File: config.mk
export PLATFORM = sky130hd
export DESIGN_NAME = rxbuf_occupancy
export DESIGN_NICKNAME = d
export VERILOG_FILES = /design/src/rtl/rxbuf_pkg.sv /design/src/rtl/rxbuf_setacc.sv /design/src/rtl/rxbuf_level.sv /design/src/rtl/rxbuf_occupancy.sv
export SDC_FILE = /design/constraint.sdc
export NUM_CORES = 1
export LEC_CHECK = 0
export BUFFER_PORTS_ARGS = -buffer_cell sky130_fd_sc_hd__buf_2
export CAP_MARGIN = 15
export CORE_ASPECT_RATIO = 0.8
export CORE_MARGIN = 2
export CORE_UTILIZATION = 42
export DETAILED_ROUTE_END_ITERATION = 10
export PLACE_DENSITY = 0.76
export SETUP_SLACK_MARGIN = 0.05
export SYNTH_ARGS = -nofsm -noshare
export SYNTH_HDL_FRONTEND = slang
export SYNTH_HIERARCHICAL = 1
export SYNTH_SLANG_ARGS = --single-unit
File: constraint.sdc
create_clock -name clk -period 4.4 [get_ports clk]
set_input_delay 0.66 -clock clk [delete_from_list [all_inputs] [get_ports clk]]
set_output_delay 0.66 -clock clk [all_outputs]
set_load 0.01 [all_outputs]
File: src/rtl/rxbuf_pkg.sv
package rxbuf_pkg;

    typedef enum logic [1:0] {
        LVL_EMPTY = 2'd0,
        LVL_ONE   = 2'd1,
        LVL_TWO   = 2'd2
    } lvl_e;

    localparam logic [1:0] STS_EMPTY = 2'b00;
    localparam logic [1:0] STS_ONE   = 2'b10;
    localparam logic [1:0] STS_FULL  = 2'b11;

    // Map the internal fill level to the firmware-visible code.
    function automatic logic [1:0] lvl_to_sts(input lvl_e lvl, input logic dual);
        if (lvl == LVL_EMPTY)
            return STS_EMPTY;
        else if (!dual || lvl == LVL_TWO)
            return STS_FULL;
        else
            return STS_ONE;
    endfunction

endpackage

File: src/rtl/rxbuf_setacc.sv
module rxbuf_setacc #(
    parameter int LEN_W  = 11,
    parameter int SIZE_W = 12
) (
    input  logic              clk,
    input  logic              rst,
    input  logic              cfg_cont,
    input  logic [SIZE_W-1:0] cfg_bufsize,
    input  logic [LEN_W-1:0]  cfg_maxpkt,
    input  logic              accept,
    input  logic [LEN_W-1:0]  pkt_len,
    output logic              set_done
);
    localparam int SUM_W = ((SIZE_W > LEN_W) ? SIZE_W : LEN_W) + 1;

    logic [SIZE_W-1:0] acc_q;
    logic [SUM_W-1:0]  sum;
    logic              is_short;
    logic              reach;

    always_comb begin
        sum      = SUM_W'(acc_q) + SUM_W'(pkt_len);
        is_short = pkt_len < cfg_maxpkt;
        reach    = sum >= SUM_W'(cfg_bufsize);
        set_done = accept && (!cfg_cont || is_short || reach);
    end

    always_ff @(posedge clk) begin
        if (rst)
            acc_q <= '0;
        else if (set_done)
            acc_q <= '0;
        else if (accept)
            acc_q <= sum[SIZE_W-1:0];
    end

    // the partial total never reaches the buffer size.
    p_acc_range_r8: assert property (@(posedge clk) disable iff (rst)
        acc_q < cfg_bufsize);

    // the accumulator is empty in the cycle after reset.
    p_acc_reset_r1: assert property (@(posedge clk)
        rst |=> acc_q == '0);

endmodule

File: src/rtl/rxbuf_level.sv
module rxbuf_level
    import rxbuf_pkg::*;
(
    input  logic       clk,
    input  logic       rst,
    input  logic       cfg_dual,
    input  logic       set_done,
    input  logic       stepdown_req,
    output logic       full,
    output logic [1:0] sts
);
    lvl_e lvl_q, lvl_d;
    logic dec;

    always_comb begin
        dec   = stepdown_req && (lvl_q != LVL_EMPTY);
        lvl_d = lvl_q;
        unique case ({set_done, dec})
            2'b10:   lvl_d = (lvl_q == LVL_EMPTY) ? LVL_ONE : LVL_TWO;
            2'b01:   lvl_d = (lvl_q == LVL_TWO) ? LVL_ONE : LVL_EMPTY;
            default: lvl_d = lvl_q;
        endcase
        full = cfg_dual ? (lvl_q == LVL_TWO) : (lvl_q != LVL_EMPTY);
        sts  = lvl_to_sts(lvl_q, cfg_dual);
    end

    always_ff @(posedge clk) begin
        if (rst)
            lvl_q <= LVL_EMPTY;
        else
            lvl_q <= lvl_d;
    end

    // two-slot mode never jumps from empty to full.
    p_dual_no_jump_r3: assert property (@(posedge clk) disable iff (rst)
        (cfg_dual && sts == STS_EMPTY) |=> sts != STS_FULL);

    // with no completion, an empty buffer stays empty.
    p_empty_hold_r12: assert property (@(posedge clk) disable iff (rst)
        (sts == STS_EMPTY && !set_done) |=> sts == STS_EMPTY);

    // completion together with an effective step-down keeps the code.
    p_both_hold_r11: assert property (@(posedge clk) disable iff (rst)
        (set_done && stepdown_req && sts != STS_EMPTY) |=> $stable(sts));

endmodule

File: src/rtl/rxbuf_occupancy.sv
module rxbuf_occupancy #(
    parameter int LEN_W  = 11,
    parameter int SIZE_W = 12
) (
    input  logic              clk,
    input  logic              rst,
    input  logic              cfg_dual,
    input  logic              cfg_autoclr,
    input  logic              cfg_cont,
    input  logic [SIZE_W-1:0] cfg_bufsize,
    input  logic [LEN_W-1:0]  cfg_maxpkt,
    input  logic              pkt_done,
    input  logic [LEN_W-1:0]  pkt_len,
    input  logic              unload_done,
    input  logic              clr_wr,
    output logic [1:0]        buf_sts,
    output logic              overrun
);
    logic full;
    logic accept;
    logic set_done;
    logic stepdown_req;
    logic ovr_q;

    always_comb begin
        accept       = pkt_done && !full;
        stepdown_req = cfg_autoclr ? unload_done : clr_wr;
    end

    rxbuf_setacc #(.LEN_W(LEN_W), .SIZE_W(SIZE_W)) u_acc (
        .clk         (clk),
        .rst         (rst),
        .cfg_cont    (cfg_cont),
        .cfg_bufsize (cfg_bufsize),
        .cfg_maxpkt  (cfg_maxpkt),
        .accept      (accept),
        .pkt_len     (pkt_len),
        .set_done    (set_done)
    );

    rxbuf_level u_lvl (
        .clk          (clk),
        .rst          (rst),
        .cfg_dual     (cfg_dual),
        .set_done     (set_done),
        .stepdown_req (stepdown_req),
        .full         (full),
        .sts          (buf_sts)
    );

    always_ff @(posedge clk) begin
        if (rst)
            ovr_q <= 1'b0;
        else if (pkt_done && full)
            ovr_q <= 1'b1;
    end

    assign overrun = ovr_q;

    // a packet offered while full raises overrun and keeps the status.
    p_full_ignored_r10: assert property (@(posedge clk) disable iff (rst)
        (pkt_done && buf_sts == 2'b11 && !stepdown_req) |=> (overrun && buf_sts == 2'b11));

    // overrun is sticky.
    p_ovr_sticky_r10: assert property (@(posedge clk) disable iff (rst)
        overrun |=> overrun);

    // with continuous mode off, every accepted packet closes a set.
    p_cont_off_r7: assert property (@(posedge clk) disable iff (rst)
        (!cfg_cont && pkt_done && !full) |-> set_done);

    // without auto-clear and without a clear write, a held set stays.
    p_manual_hold_r5: assert property (@(posedge clk) disable iff (rst)
        (!cfg_autoclr && !clr_wr && !pkt_done) |=> $stable(buf_sts));

    // with auto-clear, the clear bit alone never lowers the status.
    p_auto_hold_r6: assert property (@(posedge clk) disable iff (rst)
        (cfg_autoclr && !unload_done && !pkt_done) |=> $stable(buf_sts));

endmodule

# Word level (Yosys, flattened, before mapping)
# Index checks and enable logic that the tools add are counted.
dict set report op_classes {
  eq_ne 3
  n_lt_le_gt_ge 2
  n_reduce_logical 14
  add_sub_neg 1
  mux 7
}
# op n
set op_table {}
lappend op_table {{12-bit by 11-bit adder with 13-bit output} 1}
lappend op_table {{13-bit by 12-bit greater-or-equal comparator with 1-bit output} 1}
lappend op_table {{11-bit less-than comparator} 1}
lappend op_table {{2-bit == test, second input constant} 2}
lappend op_table {{1-bit logical AND} 4}
lappend op_table {{1-bit 2-to-1 mux} 4}
lappend op_table {{2-bit 2-to-1 mux} 2}
lappend op_table {{2-bit one-hot mux with 2 select lines} 1}
lappend op_table {{2-bit nonzero test} 2}
lappend op_table {{1-bit logical NOT} 3}
lappend op_table {{1-bit logical OR} 3}
lappend op_table {{2-bit by 1-bit == test with 1-bit output, second input constant} 1}
lappend op_table {{2-bit logical NOT} 1}
lappend op_table {{2-bit OR reduction} 1}
dict set report word_totals {
  output_inout_bits 3
  inputBits 42
  reg_bits 15
  wordCells 30
}

# Logic depth before layout (Yosys ltp)
dict set report logic_depth {
  ltp_word 7
  ltp_mapped 18
  ltp_nobuf 18
}

# Hierarchy
# Netlist, hierarchy kept.
# mod area_per_inst_um2 n_inst cells_each seq_area_each_um2
set by_module_without_submodules {}
lappend by_module_without_submodules {rxbuf_setacc 1520.2 1 196 240.2}
lappend by_module_without_submodules {rxbuf_level 131.4 1 16 40.0}
lappend by_module_without_submodules {rxbuf_occupancy 50.0 1 5 20.0}

# Worst setup path after synthesis
# Ideal clock, no wire load.
dict set report synth_path {
  path_kind {in2reg}
  startpoint {input port pkt_len[0]}
  endpoint {register u_lvl.lvl_q[0]}
  path_stages 17
  setup_slack_ns 0.185
  arrival_ns 4.140
  setup_ns 0.075
  path_buffers 0
  required_ns 4.325
  cell_sequence {ha_1 > fa_1 > a211oi_2 > o21ai_1 > a211oi_2 > o21bai_1 > a21oi_1 > xnor2_1 > ha_1 > a2111oi_0 > a31oi_1 > nor3_2 > nor2b_1 > inv_1 > ha_1 > or3_1 > o22ai_1}
}
dict set report synth_via {
  elab_chain_len 6
  word_cells_on_any_way 10
  classes_between {add/sub: 1; order compare: 2; eq/ne: 2; mux: 1; reduce/logical: 4}
}
# item line
set synth_lines {}
lappend synth_lines {{start, declared} rxbuf_occupancy.sv:13} ;# input logic [LEN_W-1:0] pkt_len,
lappend synth_lines {{12-bit by 11-bit adder with 13-bit output *} rxbuf_setacc.sv:22} ;# sum = SUM_W'(acc_q) + SUM_W'(pkt_len);
lappend synth_lines {{via u_acc.sum[10]} rxbuf_setacc.sv:17} ;# logic [SUM_W-1:0] sum;
lappend synth_lines {{13-bit by 12-bit greater-or-equal comparator with 1-bit output *} rxbuf_setacc.sv:24} ;# reach = sum >= SUM_W'(cfg_bufsize);
lappend synth_lines {{1-bit logical OR *} rxbuf_setacc.sv:25} ;# set_done = accept && (!cfg_cont || is_short || reach);
lappend synth_lines {{1-bit logical AND *} rxbuf_setacc.sv:25}
lappend synth_lines {{via set_done} rxbuf_occupancy.sv:21} ;# logic set_done;
lappend synth_lines {{2-bit by 1-bit == test with 1-bit output / 2-bit == test (equally long branches)} rxbuf_level.sv:18} ;# unique case ({set_done, dec})
lappend synth_lines {{2-bit one-hot mux with 2 select lines / 2-bit nonzero test (equally long branches)} -}
lappend synth_lines {{end signal, assigned} rxbuf_level.sv:31} ;# lvl_q <= lvl_d;
lappend synth_lines {{end, declared} rxbuf_level.sv:12} ;# lvl_e lvl_q, lvl_d;
# Mark *: on every way through the listed nets, which the timed path passes. The rest lies on a longest branch.
# A chain may end at the register's enable or synchronous reset.

# Worst setup path after layout
# Same ends and word-level chain as after synthesis.

==> impl_metrics.tcl <==
set metrics [dict create \
    post-place-ws_ns -0.2048 \
    grt_first_pass_wirelength_mm 5.940 \
    drc_errors 0 \
    worstSkewPairLatency_ns 0.26 \
    via_count 1634 \
    wl_mm 3.830 \
    hold_depth 2 \
    nets 347 \
    finalWorstSetupSlack_ns 0.2721 \
    crit_start "pkt_len[0]" \
    antenna_cells 0 \
    slew-limit-headroom_pct 72.82 \
    synthTopCellsByArea "ha_1, dfxtp_1, a21oi_1" \
    ios 45 \
    r2r_slack_ns 0.48 \
    power_density_nw_per_um2 246.4 \
    row_count 20 \
    drtIter0Drc 85 \
    p_int_mw 0.3252 \
    post_route_cells_drive_above_1_share_pct 24.16 \
    p_comb_share_pct 46.1 \
    ctsHoldBuffers 0 \
    fin_area_um2 2103 \
    dp_cells 318 \
    avgRoutedWirePerCell_um 11.82 \
    numClockSinks 15 \
    r2r_start "u_acc/acc_q[0]" \
    hold_violations 0 \
    root_buffer "clkbuf_8" \
    port-buffer-count 44 \
    synth_warnings 6 \
    final_cells 324 \
    yosys.area.top_type "ha_1" \
    ir_worst_vdd_mv 0.2180 \
    place_hpwl_mm 2.979 \
    synthArstFlopShare_pct 0 \
    syn_inst 217 \
    syn_avg_cell_area_um2 7.842 \
    dr.pass1.iters 4 \
    synthesis.nets 294 \
    clockBufferDepth 2 \
    fin_util_pct 54.58 \
    yosysTopAreaCellShare_pct 25.00 \
    p_leak_nw 1.049 \
    worstPathArrival_ns 4.31 \
    ys_seq_area_share_pct 17.65 \
    die_h_um 60.93 \
    synth_ff_type "dfxtp_1" \
    clock.fmax_mhz 242.3 \
    min_path_type "reg2reg" \
    globalplace.congestion 0.8743 \
    numCtsBuffers 3 \
    die_w_um 75.17 \
    seqPwrFrac_pct 30.2 \
    viasPerCell 5.043 \
    path_max_fanout 4 \
    syn_area_um2 1702 \
    synth_edf_count 0 \
    period_share_pct 93.82 \
    grt_max_degree 26 \
    start_kind "primary input" \
    reg2reg_depth 17 \
    start_util_pct 44.16 \
    power_switching_mw 0.1932 \
    final.setup_skew_ns 0.006255 \
    p_total_mw 0.5183 \
    grt_use_total_pct 16.96 \
    antenna_left 0 \
    r2r_end "u_lvl/lvl_q[0]" \
    power_frac_clock_pct 23.6 \
    swShare_pct 37.26 \
    crit_type "in2reg" \
    endpoint "u_lvl/lvl_q[0]" \
    syn2layout_area_growth_pct 23.60 \
    fin_crit_ns 4.128 \
    critPathRequiredTime_ns 4.59 \
    setup_violations 0 \
    ys_types 44 \
    slew_viol_final 0 \
    maxCapViolCount 0 \
    rsz0062_at_grt "false" \
    path_clk_slew_ns 0.08 \
    die_area_um2 4580 \
    grt_pass1_vias 1389 \
    antenna_found_initial 0 \
    worst_pin_slew_ns 0.4013 \
    cts_tree "yes" \
    placed_area_um2 2017 \
    status "complete, no violations" \
    cts_max_level 1 \
    crit_path_end_kind "register" \
    yosys_register_bits 15 \
    coreArea_um2 3854 \
    overflow 0 \
]
## layout by cell type (no fill, tap or decap), drive strengths merged, types with 2 or more instances in the layout
cell type,count
buf,53
ha,34
inv,28
a21oi,24
dfxtp,15
nand2b,15
nand3,14
o21ai,14
nor2,10
nand2,6
xnor2,6
nor2b,5
a211oi,4
clkbuf,3
xor2,3
nor3,3
or3,2
a21o,2
o21bai,2
o21a,2
nand4,2
and2,2
a31oi,2
a21boi,2
## worst min path at each step
stage                         startpoint              to  slack, ns
after floorplan           u_acc/acc_q[9]  u_acc/acc_q[9]       0.45
after global placement           overrun         overrun       0.45
after detailed placement         overrun         overrun       0.46
after CTS                 u_acc/acc_q[7]  u_acc/acc_q[7]       0.48
after global routing      u_acc/acc_q[6]  u_acc/acc_q[6]       0.50
final                            overrun         overrun       0.47
## cells in the mapped netlist (2+ instances only)
library cell	count
a211oi_1	2
a211oi_2	2
a21o_1	2
a21oi_1	24
a31oi_1	2
and2_1	2
buf_4	2
clkbuf_1	3
dfxtp_1	15
ha_1	34
inv_1	28
nand2_1	6
nand2b_1	15
nand3_1	14
nand4_1	2
nor2_1	10
nor2b_1	5
nor3_1	2
o21a_1	2
o21ai_0	10
o21ai_1	3
o21bai_1	2
or3_1	2
xnor2_1	6
xor2_1	3
## logic make-up after synthesis
family | synth area share, %
compound gates | 22.79
xor+xnor | 4.633
fa+ha+maj | 26.18
buf+inv | 7.720
flops | 17.65
mux | 0.8821
simple gates | 20.15
## worst max-delay path: stages
cell       delay (ns)
buf_2            0.11
ha_1             0.21
fa_1             0.42
a211oi_2         0.23
o21ai_1          0.15
a211oi_2         0.28
nor2_1           0.10
xnor2_1          0.19
ha_1             0.27
a21boi_1         0.16
a2111oi_4        0.33
a31oi_1          0.16
nor3_2           0.16
nor2b_1          0.07
inv_1            0.06
ha_1             0.25
or3_1            0.39
o22ai_1          0.12
## metal layers
layer	global-route usage (%)	vias up	routed length [µm]
met1	24.68	719	1874
li1	-	868	-
met3	3.987	0	243
met4	0.7519	0	0
met5	0	-	0
met2	27.07	47	1712
## power groups by stage
stage / clock network [mW] / logic, mW / registers [mW]
global route: 0.134 / 0.270 / 0.158
CTS: 0.126 / 0.231 / 0.156
detailed placement: 0 / 0.225 / 0.159
floorplan: 0 / 0.161 / 0.159
finish: 0.123 / 0.239 / 0.157
global placement: 0 / 0.221 / 0.159
## timing repair
action | CTS | global route
gates resized for setup | 2 | 2
pin swaps | 0 | 6
setup buffers | 0 | 2
setup endpoints to repair | 2 | 2
## stage by stage
stage	hold WS (ns)	setup TNS, ns
after floorplan	0.4497	0
after global placement	0.4520	-0.03999
after detailed placement	0.4573	-0.3293
after CTS	0.4805	0
after global routing	0.4959	0
final	0.4739	0
## area by class of cell
type / instances / area (µm²)
clock buffers: 3 / 41.29
clock inverters: 1 / 7.507
fillers: 395 / 1750
inverters: 28 / 105.1
multi-input cells: 169 / 1292
flip-flops and latches: 15 / 300.3
well taps: 55 / 68.82
repair buffers: 53 / 287.8
## state kept, by name, summed over array words and instances (netlist names)
signal and cells:
overrun 1, u_lvl/lvl_q 2, u_acc/acc_q 12
(Power assumes the default switching activity.)
